File: src/rtl/strip_coinc_pkg.sv
package strip_coinc_pkg;
  localparam int HDR_W = 8;
  localparam logic [HDR_W-1:0] HDR_WORD = 8'hA5;

  function automatic int frame_bits(input int n_col, input int n_sub);
    return HDR_W + 2 * n_col + n_col * n_sub;
  endfunction
endpackage

File: src/rtl/coinc_array.sv
module coinc_array #(
  parameter int N_COL = 64,
  parameter int N_SUB = 5
) (
  input  logic [N_COL-1:0]       up_hit,
  input  logic [N_COL*N_SUB-1:0] lo_hit,
  output logic [N_COL-1:0]       coinc_nxt,
  output logic                   any_nxt
);
  logic [N_COL-1:0] grp_hit;

  for (genvar c = 0; c < N_COL; c++) begin : g_col
    assign grp_hit[c]   = |lo_hit[c*N_SUB +: N_SUB];
    assign coinc_nxt[c] = up_hit[c] & grp_hit[c];
  end

  assign any_nxt = |coinc_nxt;
endmodule

File: src/rtl/hit_latch.sv
module hit_latch #(
  parameter int N_COL = 64,
  parameter int N_SUB = 5
) (
  input  logic                   clk,
  input  logic                   rst_n,
  input  logic [N_COL-1:0]       up_d,
  input  logic [N_COL*N_SUB-1:0] lo_d,
  input  logic [N_COL-1:0]       coinc_d,
  input  logic                   any_d,
  output logic [N_COL-1:0]       up_q,
  output logic [N_COL*N_SUB-1:0] lo_q,
  output logic [N_COL-1:0]       coinc_q,
  output logic                   any_q
);
  always_ff @(posedge clk) begin
    if (!rst_n) begin
      up_q    <= '0;
      lo_q    <= '0;
      coinc_q <= '0;
      any_q   <= 1'b0;
    end else begin
      up_q    <= up_d;
      lo_q    <= lo_d;
      coinc_q <= coinc_d;
      any_q   <= any_d;
    end
  end
endmodule

File: src/rtl/frame_serializer.sv
module frame_serializer #(
  parameter int FRAME_W = 456
) (
  input  logic               clk,
  input  logic               rst_n,
  input  logic [FRAME_W-1:0] frame,
  input  logic               req,
  output logic               load_evt,
  output logic               busy,
  output logic               ser_data
);
  localparam int CW = $clog2(FRAME_W + 1);

  logic [FRAME_W-1:0] shreg;
  logic [CW-1:0]      left;

  assign busy     = (left != '0);
  assign load_evt = req & ~busy;
  assign ser_data = shreg[0] & busy;

  always_ff @(posedge clk) begin
    if (!rst_n) begin
      shreg <= '0;
      left  <= '0;
    end else if (load_evt) begin
      shreg <= frame;
      left  <= CW'(FRAME_W);
    end else if (busy) begin
      shreg <= shreg >> 1;
      left  <= left - 1'b1;
    end
  end
endmodule

File: src/rtl/strip_coinc_trigger.sv
module strip_coinc_trigger #(
  parameter int N_COL = 64,
  parameter int N_SUB = 5
) (
  input  logic                   clk,
  input  logic                   rst_n,
  input  logic [N_COL-1:0]       up_hit,
  input  logic [N_COL*N_SUB-1:0] lo_hit,
  input  logic                   rd_req,
  output logic [N_COL-1:0]       coinc,
  output logic                   coinc_any,
  output logic                   ser_valid,
  output logic                   ser_data,
  output logic                   busy
);
  import strip_coinc_pkg::*;

  localparam int N_LO    = N_COL * N_SUB;
  localparam int FRAME_W = frame_bits(N_COL, N_SUB);

  logic [N_COL-1:0]   coinc_nxt;
  logic               any_nxt;
  logic [N_COL-1:0]   up_q;
  logic [N_LO-1:0]    lo_q;
  logic [FRAME_W-1:0] frame;
  logic               load_evt;

  coinc_array #(.N_COL(N_COL), .N_SUB(N_SUB)) u_arr (
    .up_hit(up_hit), .lo_hit(lo_hit), .coinc_nxt(coinc_nxt), .any_nxt(any_nxt)
  );

  hit_latch #(.N_COL(N_COL), .N_SUB(N_SUB)) u_lat (
    .clk(clk), .rst_n(rst_n),
    .up_d(up_hit), .lo_d(lo_hit), .coinc_d(coinc_nxt), .any_d(any_nxt),
    .up_q(up_q), .lo_q(lo_q), .coinc_q(coinc), .any_q(coinc_any)
  );

  assign frame = {coinc, lo_q, up_q, HDR_WORD};

  frame_serializer #(.FRAME_W(FRAME_W)) u_ser (
    .clk(clk), .rst_n(rst_n), .frame(frame), .req(rd_req),
    .load_evt(load_evt), .busy(busy), .ser_data(ser_data)
  );

  assign ser_valid = busy;
endmodule

File: config.mk
export PLATFORM = sky130hd
export DESIGN_NAME = strip_coinc_trigger
export DESIGN_NICKNAME = d
export VERILOG_FILES = /design/src/rtl/strip_coinc_pkg.sv /design/src/rtl/coinc_array.sv /design/src/rtl/hit_latch.sv /design/src/rtl/frame_serializer.sv /design/src/rtl/strip_coinc_trigger.sv
export SDC_FILE = /design/constraint.sdc
export NUM_CORES = 1
export LEC_CHECK = 0
export CORE_ASPECT_RATIO = 0.8
export CORE_MARGIN = 2
export CORE_UTILIZATION = 35
export DETAILED_ROUTE_END_ITERATION = 7
export RECOVER_POWER = 25
export SYNTH_ARGS = -nofsm -noshare
export SYNTH_HDL_FRONTEND = slang
export SYNTH_SLANG_ARGS = --single-unit
File: constraint.sdc
create_clock -name clk -period 2.5 [get_ports clk]
set_clock_uncertainty 0.05 [all_clocks]
set_input_delay 0.75 -clock clk [delete_from_list [all_inputs] [get_ports clk]]
set_output_delay 0.75 -clock clk [all_outputs]
set_load 0.01 [all_outputs]
**After elaboration in Yosys (flattened, before gate mapping)**

Index checks and enable logic that the tools add are counted.

- Word-level logic and storage cells: 149
- Bits in registers: 914
- Input port bits: 387
- Output and inout port bits: 68

- Reductions and logical operators: 68
- Add/subtract/negate cells: 1
- Multiplexer cells: 4
- Bitwise logic cells: 68

Operators with widths:

| kind | count |
|---|---|
| 456-bit two-way mux | 2 |
| 5-bit OR reduction | 64 |
| 1-bit AND | 66 |
| 64-bit OR reduction | 1 |
| 9-bit two-way mux | 2 |
| 9-bit nonzero test | 1 |
| 9-bit by 1-bit subtractor with 9-bit output, second input constant | 1 |
| 1-bit inverter | 2 |
| 2-bit nonzero test | 1 |
| 2-bit OR reduction | 1 |

**Depth between registers and ports, before layout**

Gate-level depths: netlist of run 1.

- Word-level depth: 4
- Mapped depth: 10
- Depth with buffers taken out: 8

**Hierarchy**

From an unflattened synthesis of run 1, not the netlist that was laid out.

- Cell total of the unflattened synthesis: 3185
- Area, all modules: 35913.2 µm²

By module, submodules not included:

| module | seq. area each (µm²) | cells an instance | area an instance (µm²) | times used |
|---|---|---|---|---|
| frame_serializer | 9308.9 | 2081 | 22754.3 | 1 |
| hit_latch | 8988.6 | 947 | 12039.0 | 1 |
| coinc_array | 0.0 | 154 | 1104.8 | 1 |
| strip_coinc_trigger | 0.0 | 3 | 15.0 | 1 |

**Worst setup path after synthesis of run 1**

OpenSTA, ideal clock, no wires.

- Kind: flip-flop to output port
- From: reg u_ser.left[0]
- To: out ser_valid
- Stages on the path, launching flop included: 10
- Slack: -0.030 ns
- Data required time: 1.700 ns
- Path buffers: 4
- Data arrival time: 1.730 ns
- Cells stage by stage: dfxtp_1 -> inv_1 -> ha_1 -> nor3b_1 -> and3b_1 -> buf_4 -> buf_4 -> inv_1 -> buf_2 -> buf_4

- Cells in the longest elaborated chain, start to end: 1

Ends and longest elaborated chain:

| element | line | RTL |
|---|---|---|
| start, declared | frame_serializer.sv:15 | `logic [CW-1:0] left;` |
| start signal, assigned | frame_serializer.sv:27 | `left <= CW'(FRAME_W);` |
| start signal, assigned | frame_serializer.sv:30 | `left <= left - 1'b1;` |
| 9-bit nonzero test | frame_serializer.sv:17 | `assign busy = (left != '0);` |
| end, declared | strip_coinc_trigger.sv:12 | `output logic ser_valid,` |

No other way between the ends.

**Final worst setup path of run 1**

- From: reg u_ser.left[1]
- To: out ser_valid

Same word-level chain as after synthesis.

==> impl_metrics.json, run 1 <==
{
  "status": "complete, but fails checks",
  "violated_checks": "negative setup slack",
  "crit_path_start_kind": "flip-flop",
  "yosys_most_used_dff": "sky130_fd_sc_hd__dfxtp_1",
  "finalWirelength_mm": 94.88,
  "p_per_area_nw_per_um2": 1106,
  "yosysTopAreaCellShare_pct": 54.85,
  "final_cell_area_um2": 43780,
  "cts.htree.levels": 3,
  "worst-setup-path-type": "flip-flop to output pin",
  "r2r_start": "u_ser.left[1]",
  "grt_util_all_layers_pct": 18.28,
  "final_critical_path_setup_slack_ns": -0.3027,
  "finish.net_count": 4094,
  "slowest_delay_ns": 0.32,
  "timing.hold.worst.class": "input pin to flip-flop",
  "finalHoldViolCount": 0,
  "post_route_clock_period_utilization_pct": 112.1,
  "yosysMostFrequentCell": "sky130_fd_sc_hd__dfxtp_1",
  "worstReg2RegEnd": "u_ser.shreg[48]",
  "tritoncts_sinks": 914,
  "grtUsageMet3_pct": 3.481,
  "synth_simple_gate_area_share_pct": 14.78,
  "synth_edf_count": 0,
  "synth_commonest_cells": "914 x sky130_fd_sc_hd__dfxtp_1, 460 x sky130_fd_sc_hd__nor2_1, 450 x sky130_fd_sc_hd__a211oi_1",
  "end_of_the_worst_hold_path": "u_lat.lo_q[269]",
  "antenna_found_initial": 8,
  "largest_net_degree_at_the_start_of_global_routing": 222,
  "postCtsHoldBufs": 0,
  "number_of_global_route_vias_before_repair": 23860,
  "longest_clk_path_bufs": 3,
  "post_synth_fa_ha_maj_area_fraction_pct": 0.07501,
  "worst_ep_arrival_time_ns": 2.00,
  "drcViolationCount": 0,
  "io-pin-count": 455,
  "post_drt_via_cell_ratio": 4.875,
  "placeableCoreArea_um2": 94650,
  "finalSetupViolCount": 47,
  "drv_slew": 0,
  "synth_sequential_area_ratio_pct": 54.85,
  "leakage_uw": 0.01697,
  "use_met1_pct": 26.21,
  "die_extent_in_x_um": 349.2,
  "grt_pass1_wl_mm": 140.4,
  "worstPathRequired_ns": 1.70,
  "timing.hold.worst_path_depth": 2,
  "synthMuxAreaShare_pct": 13.44,
  "post_synth_instance_area_um2": 33360,
  "place.gp.congestion": 0.7954,
  "worstSkewPairLatency_ns": 0.65,
  "r2r.worst_path.cells": 9,
  "clock.fmax_mhz": 356.8,
  "met2_usage_pct": 27.83,
  "p_r_area_growth_vs_syn_pct": 31.24,
  "rrSetupSlack_ns": 0.14,
  "die_y_um": 280.1,
  "fin_hold_ws_ns": 0.2967,
  "dpl_worst_slack_ns": -1.323,
  "hp_start": "lo_hit[269]",
  "area_fraction_in_compound_gates_after_synthesis_pct": 12.82,
  "synth_top_cell_by_area": "sky130_fd_sc_hd__dfxtp_1",
  "syn_area_per_cell_um2": 10.53,
  "power_uw": 48400,
  "place_area_um2": 40170,
  "synth_top_family_by_area": "simple AND/OR/NAND/NOR gates",
  "postRouteAntennaNets": 0,
  "core.rowCount": 101,
  "slowest_stage": "sky130_fd_sc_hd__dfxtp_2",
  "postSynth.asyncResetShare_pct": 0,
  "min_period_ns": 2.803,
  "cts_made_buffers": 91,
  "crit_fanout": 3,
  "initial_core_util_pct": 35.25,
  "fillers": 8811,
  "io_buffer_count": 454,
  "syn-num-nets": 3558,
  "firstDrtPassIters": 5,
  "max_slew.worst_pin.slew_ns": 1.174,
  "clock_tree_from_tritoncts": "yes",
  "clk_pin_slew_worst_paths_ns": 0.07,
  "post_synth_main_area_contributors": "sky130_fd_sc_hd__dfxtp_1 55%, sky130_fd_sc_hd__mux2i_1 13%, sky130_fd_sc_hd__a211oi_1 10%, sky130_fd_sc_hd__and2_1 7.2%, sky130_fd_sc_hd__nor2_1 5.2%",
  "number_of_synthesis_warnings": 0,
  "count_of_vias_placed_by_the_detailed_router": 24430,
  "die_area_um2": 97820,
  "cp_cell_sequence": "inv_2, ha_4, nor3b_4, and3b_4, clkinvlp_4, buf_6",
  "yosys_register_bits": 914,
  "synthXorXnorAreaFrac_pct": 0.07876,
  "rsz0062_at_grt": "yes",
  "sort_of_element_at_the_end_of_the_critical_path": "output pin",
  "layout-drive-gt1-share_pct": 11.36,
  "cell_count_after_synthesis": 3169,
  "maxCapViolCount": 0,
  "peak_ir_drop_on_the_vdd_network_mv": 0.6268,
  "place_hpwl_mm": 62.78,
  "grt_most_used_layer": "met2",
  "worst_slew_margin_rel_pct": 21.72,
  "detail_route.wl_per_cell_um": 18.93,
  "distinct_cell_type_count_after_synthesis": 40,
  "grt_overflow": 0,
  "first_iter_violations": 1243,
  "finish.utilization_pct": 46.26,
  "cts.root.buffer_cell": "sky130_fd_sc_hd__clkbuf_16"
}
## worst max-delay path, delay by kind of cell (launching register included)
family / cells / cell delay [ns]
buf+inv: 3 / 0.45
simple gates: 2 / 0.44
flops: 1 / 0.32
fa+ha+maj: 1 / 0.13
## report_power, final
group | switching [µW] | internal, µW | leakage (µW) | total, µW
combinational | 7870 | 6030 | 0.00793 | 13900
clock | 5870 | 8150 | 0.00149 | 14000
sequential | 1970 | 18500 | 0.00755 | 20500
## per-layer routing
layer / vias up / share of wire [%] / routed length [µm]
li1: 12250 / - / -
met1: 11610 / 50 / 47410
met2: 454 / 43 / 41000
met3: 120 / 4.5 / 4237
met4: 0 / 2.4 / 2235
met5: - / 0 / 0
## placed cells by master (no fill, tap or decap), types with 5 or more instances in the layout
cell type,synthesis,layout
sky130_fd_sc_hd__o31ai_1,8,6
sky130_fd_sc_hd__o31a_1,7,7
sky130_fd_sc_hd__o21ai_4,0,6
sky130_fd_sc_hd__clkbuf_16,0,97
sky130_fd_sc_hd__buf_16,0,7
sky130_fd_sc_hd__clkinv_2,0,13
sky130_fd_sc_hd__o21ai_1,19,20
sky130_fd_sc_hd__clkbuf_1,137,22
sky130_fd_sc_hd__buf_6,16,11
sky130_fd_sc_hd__bufinv_16,0,9
sky130_fd_sc_hd__nand4_1,16,16
sky130_fd_sc_hd__nand2_1,10,10
sky130_fd_sc_hd__or4_4,0,11
sky130_fd_sc_hd__clkinvlp_4,0,7
sky130_fd_sc_hd__mux2i_1,448,448
sky130_fd_sc_hd__nor2_1,460,460
sky130_fd_sc_hd__o21a_1,57,57
sky130_fd_sc_hd__a211oi_1,450,450
sky130_fd_sc_hd__o21ai_2,0,6
sky130_fd_sc_hd__clkbuf_8,0,13
sky130_fd_sc_hd__o21ai_0,38,25
sky130_fd_sc_hd__a21oi_1,5,5
sky130_fd_sc_hd__and2_0,0,140
sky130_fd_sc_hd__dlymetal6s2s_1,0,19
sky130_fd_sc_hd__buf_12,0,18
sky130_fd_sc_hd__dfxtp_2,0,6
sky130_fd_sc_hd__or3_1,7,6
sky130_fd_sc_hd__clkdlybuf4s50_1,0,407
sky130_fd_sc_hd__and2_1,383,243
sky130_fd_sc_hd__nor3_1,12,12
sky130_fd_sc_hd__dlygate4sd3_1,0,19
sky130_fd_sc_hd__or4_1,56,46
sky130_fd_sc_hd__buf_4,53,190
sky130_fd_sc_hd__dfxtp_1,914,908
## metrics by stage
step / setup TNS [ns] / instances
after floorplan: 0 / 3169
after global routing: -23.02 / 5011
final: -3.641 / 5012
after detailed placement: -7.753 / 4840
after global placement: -5.357 / 4840
after CTS: -5.446 / 5005
## worst max-delay path by stage
| stage | slack (ns) | endpoint | startpoint |
|---|---|---|---|
| 2_1_floorplan | 0.06 | ser_valid | u_ser.left[0] |
| 3_3_place_gp | -1.33 | u_lat.any_q | lo_hit[175] |
| 3_5_place_dp | -1.32 | u_lat.any_q | lo_hit[175] |
| 4_1_cts | -0.37 | ser_valid | u_ser.left[4] |
| 5_1_grt | -0.43 | busy | u_ser.left[5] |
| 6_report | -0.30 | ser_valid | u_ser.left[1] |
## state kept, by name, indices dropped and copies added, names as in the netlist
register / cells
u_ser.shreg: 456
u_lat.up_q: 64
u_lat.coinc_q: 64
u_lat.lo_q: 320
u_lat.any_q: 1
u_ser.left: 9
## final cells by class
type,instances,area [µm²],share of cell area (%)
Tap cell,1236,1546,3.532
Timing Repair Buffer,691,6864,15.68
Clock buffer,126,2560,5.847
Multi-Input combinational cell,2002,13950,31.87
Sequential cell,914,18310,41.81
Clock inverter,37,520.5,1.189
Antenna cell,1,2.502,0.005716
Inverter,5,30.03,0.06859
## kinds of logic (layout without fill, tap and decap cells)
| group | count (synthesis) | count (layout) |
|---|---|---|
| mux | 448 | 448 |
| buf+inv | 253 | 859 |
| xor+xnor | 3 | 3 |
| other cells | 0 | 1 |
| flops | 914 | 914 |
| compound gates | 588 | 588 |
| simple gates | 961 | 961 |
| fa+ha+maj | 2 | 2 |
## timing repair
action	in CTS	in global routing
buffers inserted	3	2
gates resized for setup	58	79
cloned	2	6
pin swaps	78	23
endpoints found under the setup margin	126	367
No activity file was read; power rests on OpenSTA's default activity.
==> inputs of run 2 (changes only) <==
Settings changed: CORE_UTILIZATION 35 to 49, PLACE_DENSITY from default to 0.84.
==> run 2 against run 1 <==
  * The flow still finishes with violations (negative setup slack)
  * Non-clock buffer count decreased by 11
  * Utilization increased by 18 points
  * Critical path depth increased by 1
  * Sequential share of layout area increased by 0.83 points
  * Total power decreased by 0.92%
  * Worst hold slack improved by 0.029 ns
  * Die area decreased by 28%
  * Worst setup slack improved by 0.097 ns
  * Flip-flop and latch count unchanged
  * Critical endpoint unchanged
==> impl_metrics.json, run 2 (synthesis results as in run 1) <==
{
  "dpl_worst_slack_ns": -0.7466,
  "sort_of_element_at_the_end_of_the_critical_path": "output pin",
  "timing.hold.worst.class": "input pin to flip-flop",
  "peak_ir_drop_on_the_vdd_network_mv": 0.6991,
  "rrSetupSlack_ns": -0.09,
  "crit_path_start_kind": "flip-flop",
  "core.rowCount": 85,
  "postRouteAntennaNets": 0,
  "reg_top3": "u_ser.shreg x456, u_lat.lo_q x320",
  "end_of_the_worst_hold_path": "u_lat.lo_q[268]",
  "cts_made_buffers": 86,
  "number_of_global_route_vias_before_repair": 24670,
  "die_area_um2": 70200,
  "clock.fmax_mhz": 369.6,
  "drcViolationCount": 0,
  "cts.root.buffer_cell": "sky130_fd_sc_hd__clkbuf_16",
  "power.net_switching_uw": 15490,
  "largest_net_degree_at_the_start_of_global_routing": 195,
  "firstDrtPassIters": 7,
  "count_of_vias_placed_by_the_detailed_router": 25050,
  "status": "complete, but fails checks",
  "power_uw": 47960,
  "layout.cells.non_filler": 4680,
  "largest_register_ff_count": 456,
  "io-pin-count": 455,
  "power_frac_comb_pct": 28.1,
  "place.gp.congestion": 0.8334,
  "finalWirelength_mm": 88.85,
  "worstPathRequired_ns": 1.70,
  "grt_util_all_layers_pct": 24.33,
  "placeableCoreArea_um2": 67320,
  "die_extent_in_x_um": 295.7,
  "postCtsHoldBufs": 0,
  "post_route_clock_period_utilization_pct": 108.2,
  "final_critical_path_setup_slack_ns": -0.2053,
  "rsz0062_at_grt": "yes",
  "p_r_area_growth_vs_syn_pct": 28.66,
  "top_register": "u_ser.shreg",
  "leakage_uw": 0.01663,
  "antenna_found_initial": 6,
  "r2r.worst_path.cells": 9,
  "place_area_um2": 39540,
  "worstSkewPairLatency_ns": 0.64,
  "fillers": 5100,
  "clk_pin_slew_worst_paths_ns": 0.06,
  "io_buffer_count": 454,
  "clock_tree_from_tritoncts": "yes",
  "layout-drive-gt1-share_pct": 10.95,
  "die_y_um": 237.4,
  "hp_start": "lo_hit[268]",
  "finalSetupViolCount": 18,
  "finalHoldViolCount": 0,
  "worst_ep_arrival_time_ns": 1.91,
  "first_iter_violations": 1499,
  "cts.htree.levels": 3,
  "max_slew.worst_pin.slew_ns": 1.183,
  "maxCapViolCount": 0,
  "layout.cells.most_common": "sky130_fd_sc_hd__dfxtp_1",
  "initial_core_util_pct": 49.55,
  "cellInternalPower_uw": 32470,
  "worst_slew_margin_rel_pct": 21.15,
  "drv_slew": 0,
  "finish.net_count": 4078,
  "p_per_area_nw_per_um2": 1117,
  "layout.cells.most_common_list": "911 x sky130_fd_sc_hd__dfxtp_1, 459 x sky130_fd_sc_hd__nor2_1, 449 x sky130_fd_sc_hd__a211oi_1",
  "longest_clk_path_bufs": 3,
  "violated_checks": "negative setup slack",
  "crit_fanout": 4,
  "post_drt_via_cell_ratio": 5.351,
  "r2r_start": "u_ser.left[0]",
  "final_cell_area_um2": 42920,
  "min_period_ns": 2.705,
  "grt_overflow": 0,
  "worst-setup-path-type": "flip-flop to output pin",
  "worstReg2RegEnd": "u_ser.shreg[443]",
  "detail_route.wl_per_cell_um": 18.98,
  "sw_frac_of_total_pct": 32.30,
  "placed_cells_incl_taps": 4496,
  "timing.hold.worst_path_depth": 2,
  "tritoncts_sinks": 914,
  "pwr-share-seq_pct": 42.9,
  "place_hpwl_mm": 58.78,
  "grt_pass1_wl_mm": 135.6,
  "power.share.clock_pct": 28.9,
  "fin_hold_ws_ns": 0.3262
}
run 2: cell types whose count changed in the layout (fill, tap and decap cells not counted), sizes merged:
cell / delta
clkinvlp: -2
dlygate4sd2: -4
buf: -6
inv: +3
dlygate4sd3: -19
dlymetal6s2s: -17
clkdlybuf4s50: +40
diode: +4
clkbuf: -10
bufinv: +2
run 2: area by class of cell:
class | count | area [µm²] | area share (%)
clock buffer | 121 | 2475 | 5.766
timing repair buffer | 680 | 6504 | 15.15
inverter | 5 | 26.28 | 0.06122
sequential | 914 | 18300 | 42.64
clock inverter | 40 | 559.3 | 1.303
multi-input combinational | 2002 | 13900 | 32.39
antenna | 5 | 12.51 | 0.02915
tap | 913 | 1142 | 2.662
run 2: what timing repair did:
action	4_1_cts	5_1_grt
setup buffers	16	5
resized for setup	35	39
gates cloned	0	2
pin swaps	6	15
hold endpoints to repair	0	0
endpoints found under the setup margin	124	270
run 2: worst max path at each step:
| stage | slack, ns | startpoint | end | cells after the start |
|---|---|---|---|---|
| after CTS | -0.24 | u_ser.left[1] | ser_valid | 7 |
| after floorplan | 0.06 | u_ser.left[0] | ser_valid | 9 |
| after detailed placement | -0.75 | lo_hit[5] | u_lat.any_q | 7 |
| after global routing | -0.29 | u_ser.left[0] | ser_valid | 7 |
| after global placement | -0.76 | lo_hit[265] | u_lat.any_q | 8 |
| final | -0.21 | u_ser.left[0] | ser_valid | 7 |
run 2: critical path: stages (launching register included):
cell and delay, ns:
sky130_fd_sc_hd__dfxtp_2 0.33, sky130_fd_sc_hd__inv_2 0.07, sky130_fd_sc_hd__ha_4 0.12, sky130_fd_sc_hd__nor3b_4 0.18, sky130_fd_sc_hd__and3b_4 0.27, sky130_fd_sc_hd__inv_2 0.06, sky130_fd_sc_hd__buf_6 0.12, sky130_fd_sc_hd__buf_8 0.13
run 2: metal layers:
metal	GRT usage [%]	routed length, µm	part of all wire [%]
met5	0	37	0.042
met4	8.752	2631	3.0
met3	5.086	5110	5.8
met2	39.06	41270	46
met1	32.39	39800	45
run 2: power groups by stage:
stage | Combinational, µW | Clock (µW) | Sequential, µW
finish | 13500 | 13900 | 20600
global route | 15100 | 14700 | 21000
CTS | 13100 | 14100 | 20500
detailed placement | 12600 | 0 | 20700
global placement | 12100 | 0 | 20600
floorplan | 10200 | 0 | 20200
run 2: metrics by stage:
stage	setup TNS (ns)	util (%)
2_1_floorplan	0	-
3_3_place_gp	-3.950	58.74
3_5_place_dp	-11.51	58.74
4_1_cts	-0.5771	63.55
5_1_grt	-5.292	63.75
6_report	-1.295	63.76
==> inputs of run 3 (changes only) <==
Settings changed: CORE_MARGIN 2 to 5, CORE_UTILIZATION 49 to 55, PLACE_DENSITY 0.84 to 0.89.
Clock period 2.5 ns to 2.84 ns, I/O delays scaled along.
==> run 3 against run 2 <==
  * The flow still finishes with violations (negative setup slack)
  * Via count is 0.46% lower
  * First-iteration DRC count increased by 12%
  * Combinational power shrank 16%
  * Final cell count is 4.6% lower
  * Sequential power shrank 12%
  * Register-to-register slack improved by 0.22 ns
  * Worst setup slack better by 0.16 ns
  * Critical path type unchanged
  * Critical endpoint is now busy
==> impl_metrics.json, run 3 (synthesis results as in run 1) <==
{
  "tritoncts_sinks": 914,
  "slowest_stage": "sky130_fd_sc_hd__dfxtp_1",
  "postRouteAntennaNets": 0,
  "worst_ep_arrival_time_ns": 1.98,
  "place.gp.congestion": 0.8567,
  "worstSkewPairLatency_ns": 0.64,
  "io-pin-count": 455,
  "cts.htree.levels": 3,
  "core.rowCount": 80,
  "worst-path-buf-inv": 2,
  "grt_pass1_wl_mm": 136.7,
  "cts_made_buffers": 84,
  "crit_path_start_kind": "flip-flop",
  "die_extent_in_x_um": 285.4,
  "layout.cells.most_common_list": "911 x sky130_fd_sc_hd__dfxtp_1, 460 x sky130_fd_sc_hd__nor2_1, 450 x sky130_fd_sc_hd__a211oi_1",
  "finalWirelength_mm": 88.70,
  "drv_slew": 0,
  "worstPathRequired_ns": 1.94,
  "clock_tree_from_tritoncts": "yes",
  "detail_route.wl_per_cell_um": 19.87,
  "first_iter_violations": 1684,
  "finalSetupViolCount": 2,
  "p_r_area_growth_vs_syn_pct": 26.05,
  "final_critical_path_setup_slack_ns": -0.04305,
  "post_drt_via_cell_ratio": 5.585,
  "longest_clk_path_bufs": 3,
  "p_per_area_nw_per_um2": 997.4,
  "worst_slew_margin_rel_pct": 29.29,
  "layout.cells.most_common": "sky130_fd_sc_hd__dfxtp_1",
  "cts.root.buffer_cell": "sky130_fd_sc_hd__clkbuf_16",
  "place_hpwl_mm": 59.24,
  "top_register": "u_ser.shreg",
  "layout.cells.non_filler": 4464,
  "number_of_global_route_vias_before_repair": 24900,
  "finalHoldViolCount": 0,
  "reg_top3": "u_ser.shreg x456, u_lat.lo_q x320",
  "io_buffer_count": 454,
  "layout-drive-gt1-share_pct": 8.481,
  "finish.net_count": 3997,
  "initial_core_util_pct": 55.73,
  "min_period_ns": 2.883,
  "violated_checks": "negative setup slack",
  "fin_hold_ws_ns": 0.4079,
  "antenna_found_initial": 10,
  "die_y_um": 230.3,
  "peak_ir_drop_on_the_vdd_network_mv": 0.7018,
  "largest_net_degree_at_the_start_of_global_routing": 214,
  "firstDrtPassIters": 5,
  "rsz0062_at_grt": "yes",
  "clk_pin_slew_worst_paths_ns": 0.07,
  "worst-setup-path-type": "flip-flop to output pin",
  "largest_register_ff_count": 456,
  "maxCapViolCount": 0,
  "drcViolationCount": 0,
  "dpl_worst_slack_ns": -0.6094,
  "clock.fmax_mhz": 346.9,
  "placeableCoreArea_um2": 59860,
  "grt_overflow": 0,
  "die_area_um2": 65710,
  "crit_fanout": 4,
  "grt_util_all_layers_pct": 25.75,
  "slowest_delay_ns": 0.35,
  "top_cell_family_by_delay_on_the_critical_path": "simple AND/OR/NAND/NOR gates",
  "leakage_uw": 0.01619,
  "cp_cell_sequence": "nor4_4, and3b_4, clkinvlp_4, buf_6",
  "post_route_clock_period_utilization_pct": 101.5,
  "timing.hold.worst.class": "flip-flop to flip-flop",
  "max_slew.worst_pin.slew_ns": 1.061,
  "postCtsHoldBufs": 0,
  "finish.utilization_pct": 70.25,
  "count_of_vias_placed_by_the_detailed_router": 24930,
  "sort_of_element_at_the_end_of_the_critical_path": "output pin",
  "status": "complete, but fails checks",
  "placed_cells_incl_taps": 4293
}
run 3: changes by cell type in the layout (fill, tap and decap cells not counted), moves of 4 or more:
cell | previous run | this run
sky130_fd_sc_hd__or4_1 | 52 | 56
sky130_fd_sc_hd__and2_1 | 289 | 272
sky130_fd_sc_hd__o21ai_2 | 8 | 0
sky130_fd_sc_hd__clkbuf_1 | 18 | 14
sky130_fd_sc_hd__or4_4 | 4 | 0
sky130_fd_sc_hd__clkbuf_16 | 89 | 85
sky130_fd_sc_hd__dlygate4sd3_1 | 0 | 18
sky130_fd_sc_hd__buf_4 | 201 | 125
sky130_fd_sc_hd__and2_0 | 94 | 111
sky130_fd_sc_hd__o21ai_0 | 30 | 38
sky130_fd_sc_hd__bufinv_16 | 11 | 16
sky130_fd_sc_hd__clkdlybuf4s50_1 | 447 | 431
run 3: area by class of cell:
cell class	count	area, µm²
Sequential cell	914	18300
Multi-Input combinational cell	2002	13780
Fill cell	3984	17810
Clock buffer	111	2365
Antenna cell	6	15.01
Clock inverter	46	724.4
Inverter	5	30.03
Timing Repair Buffer	601	5862
Tap cell	779	974.7
run 3: worst paths after layout:
check / from / to / slack (ns) / cells past startpoint
max: u_ser.left[5] / busy / -0.04 / 4
min: u_ser.shreg[1] / u_ser.shreg[1] / 0.41 / 2
max reg2reg: u_ser.left[5] / u_ser.shreg[256] / 0.13 / 7
min reg2reg: u_ser.shreg[1] / u_ser.shreg[1] / 0.41 / 2
run 3: worst register-to-register path, delay by kind of cell (launching register included):
family / cells / cell delay [ns]
AO/OA/AOI/OAI: 1 / 0.29
buffers and inverters: 3 / 1.00
flip-flops: 1 / 0.35
AND/OR/NAND/NOR: 3 / 0.91
run 3: where the power goes:
group          internal [µW]  switching, µW
registers              16300           1870
clock network           7410           5000
logic                   4780           6580
run 3: per-stage QoR:
stage | total power [µW] | cell area, µm² | setup TNS, ns
detailed placement | 29140 | 38880 | -0.6094
CTS | 41910 | 42020 | -0.1280
global route | 44310 | 42050 | -0.3057
finish | 41940 | 42050 | -0.08565
global placement | 28570 | 38880 | -0.6330
floorplan | 26760 | 33360 | 0
run 3: what timing repair did:
item | in CTS | in global routing
endpoints found under the hold margin | 0 | 0
setup buffers | 5 | 3
pin swaps | 2 | 3
gates resized for setup | 22 | 7
endpoints found under the setup margin | 3 | 23
run 3: layer usage:
layer  global-route usage [%]  vias up  share of wire, %
li1                         -    12090                 -
met1                    33.32    11900                43
met2                    42.18      722                47
met3                    5.941      210               6.3
met4                    10.01       10               3.8
met5                        0        -             0.063
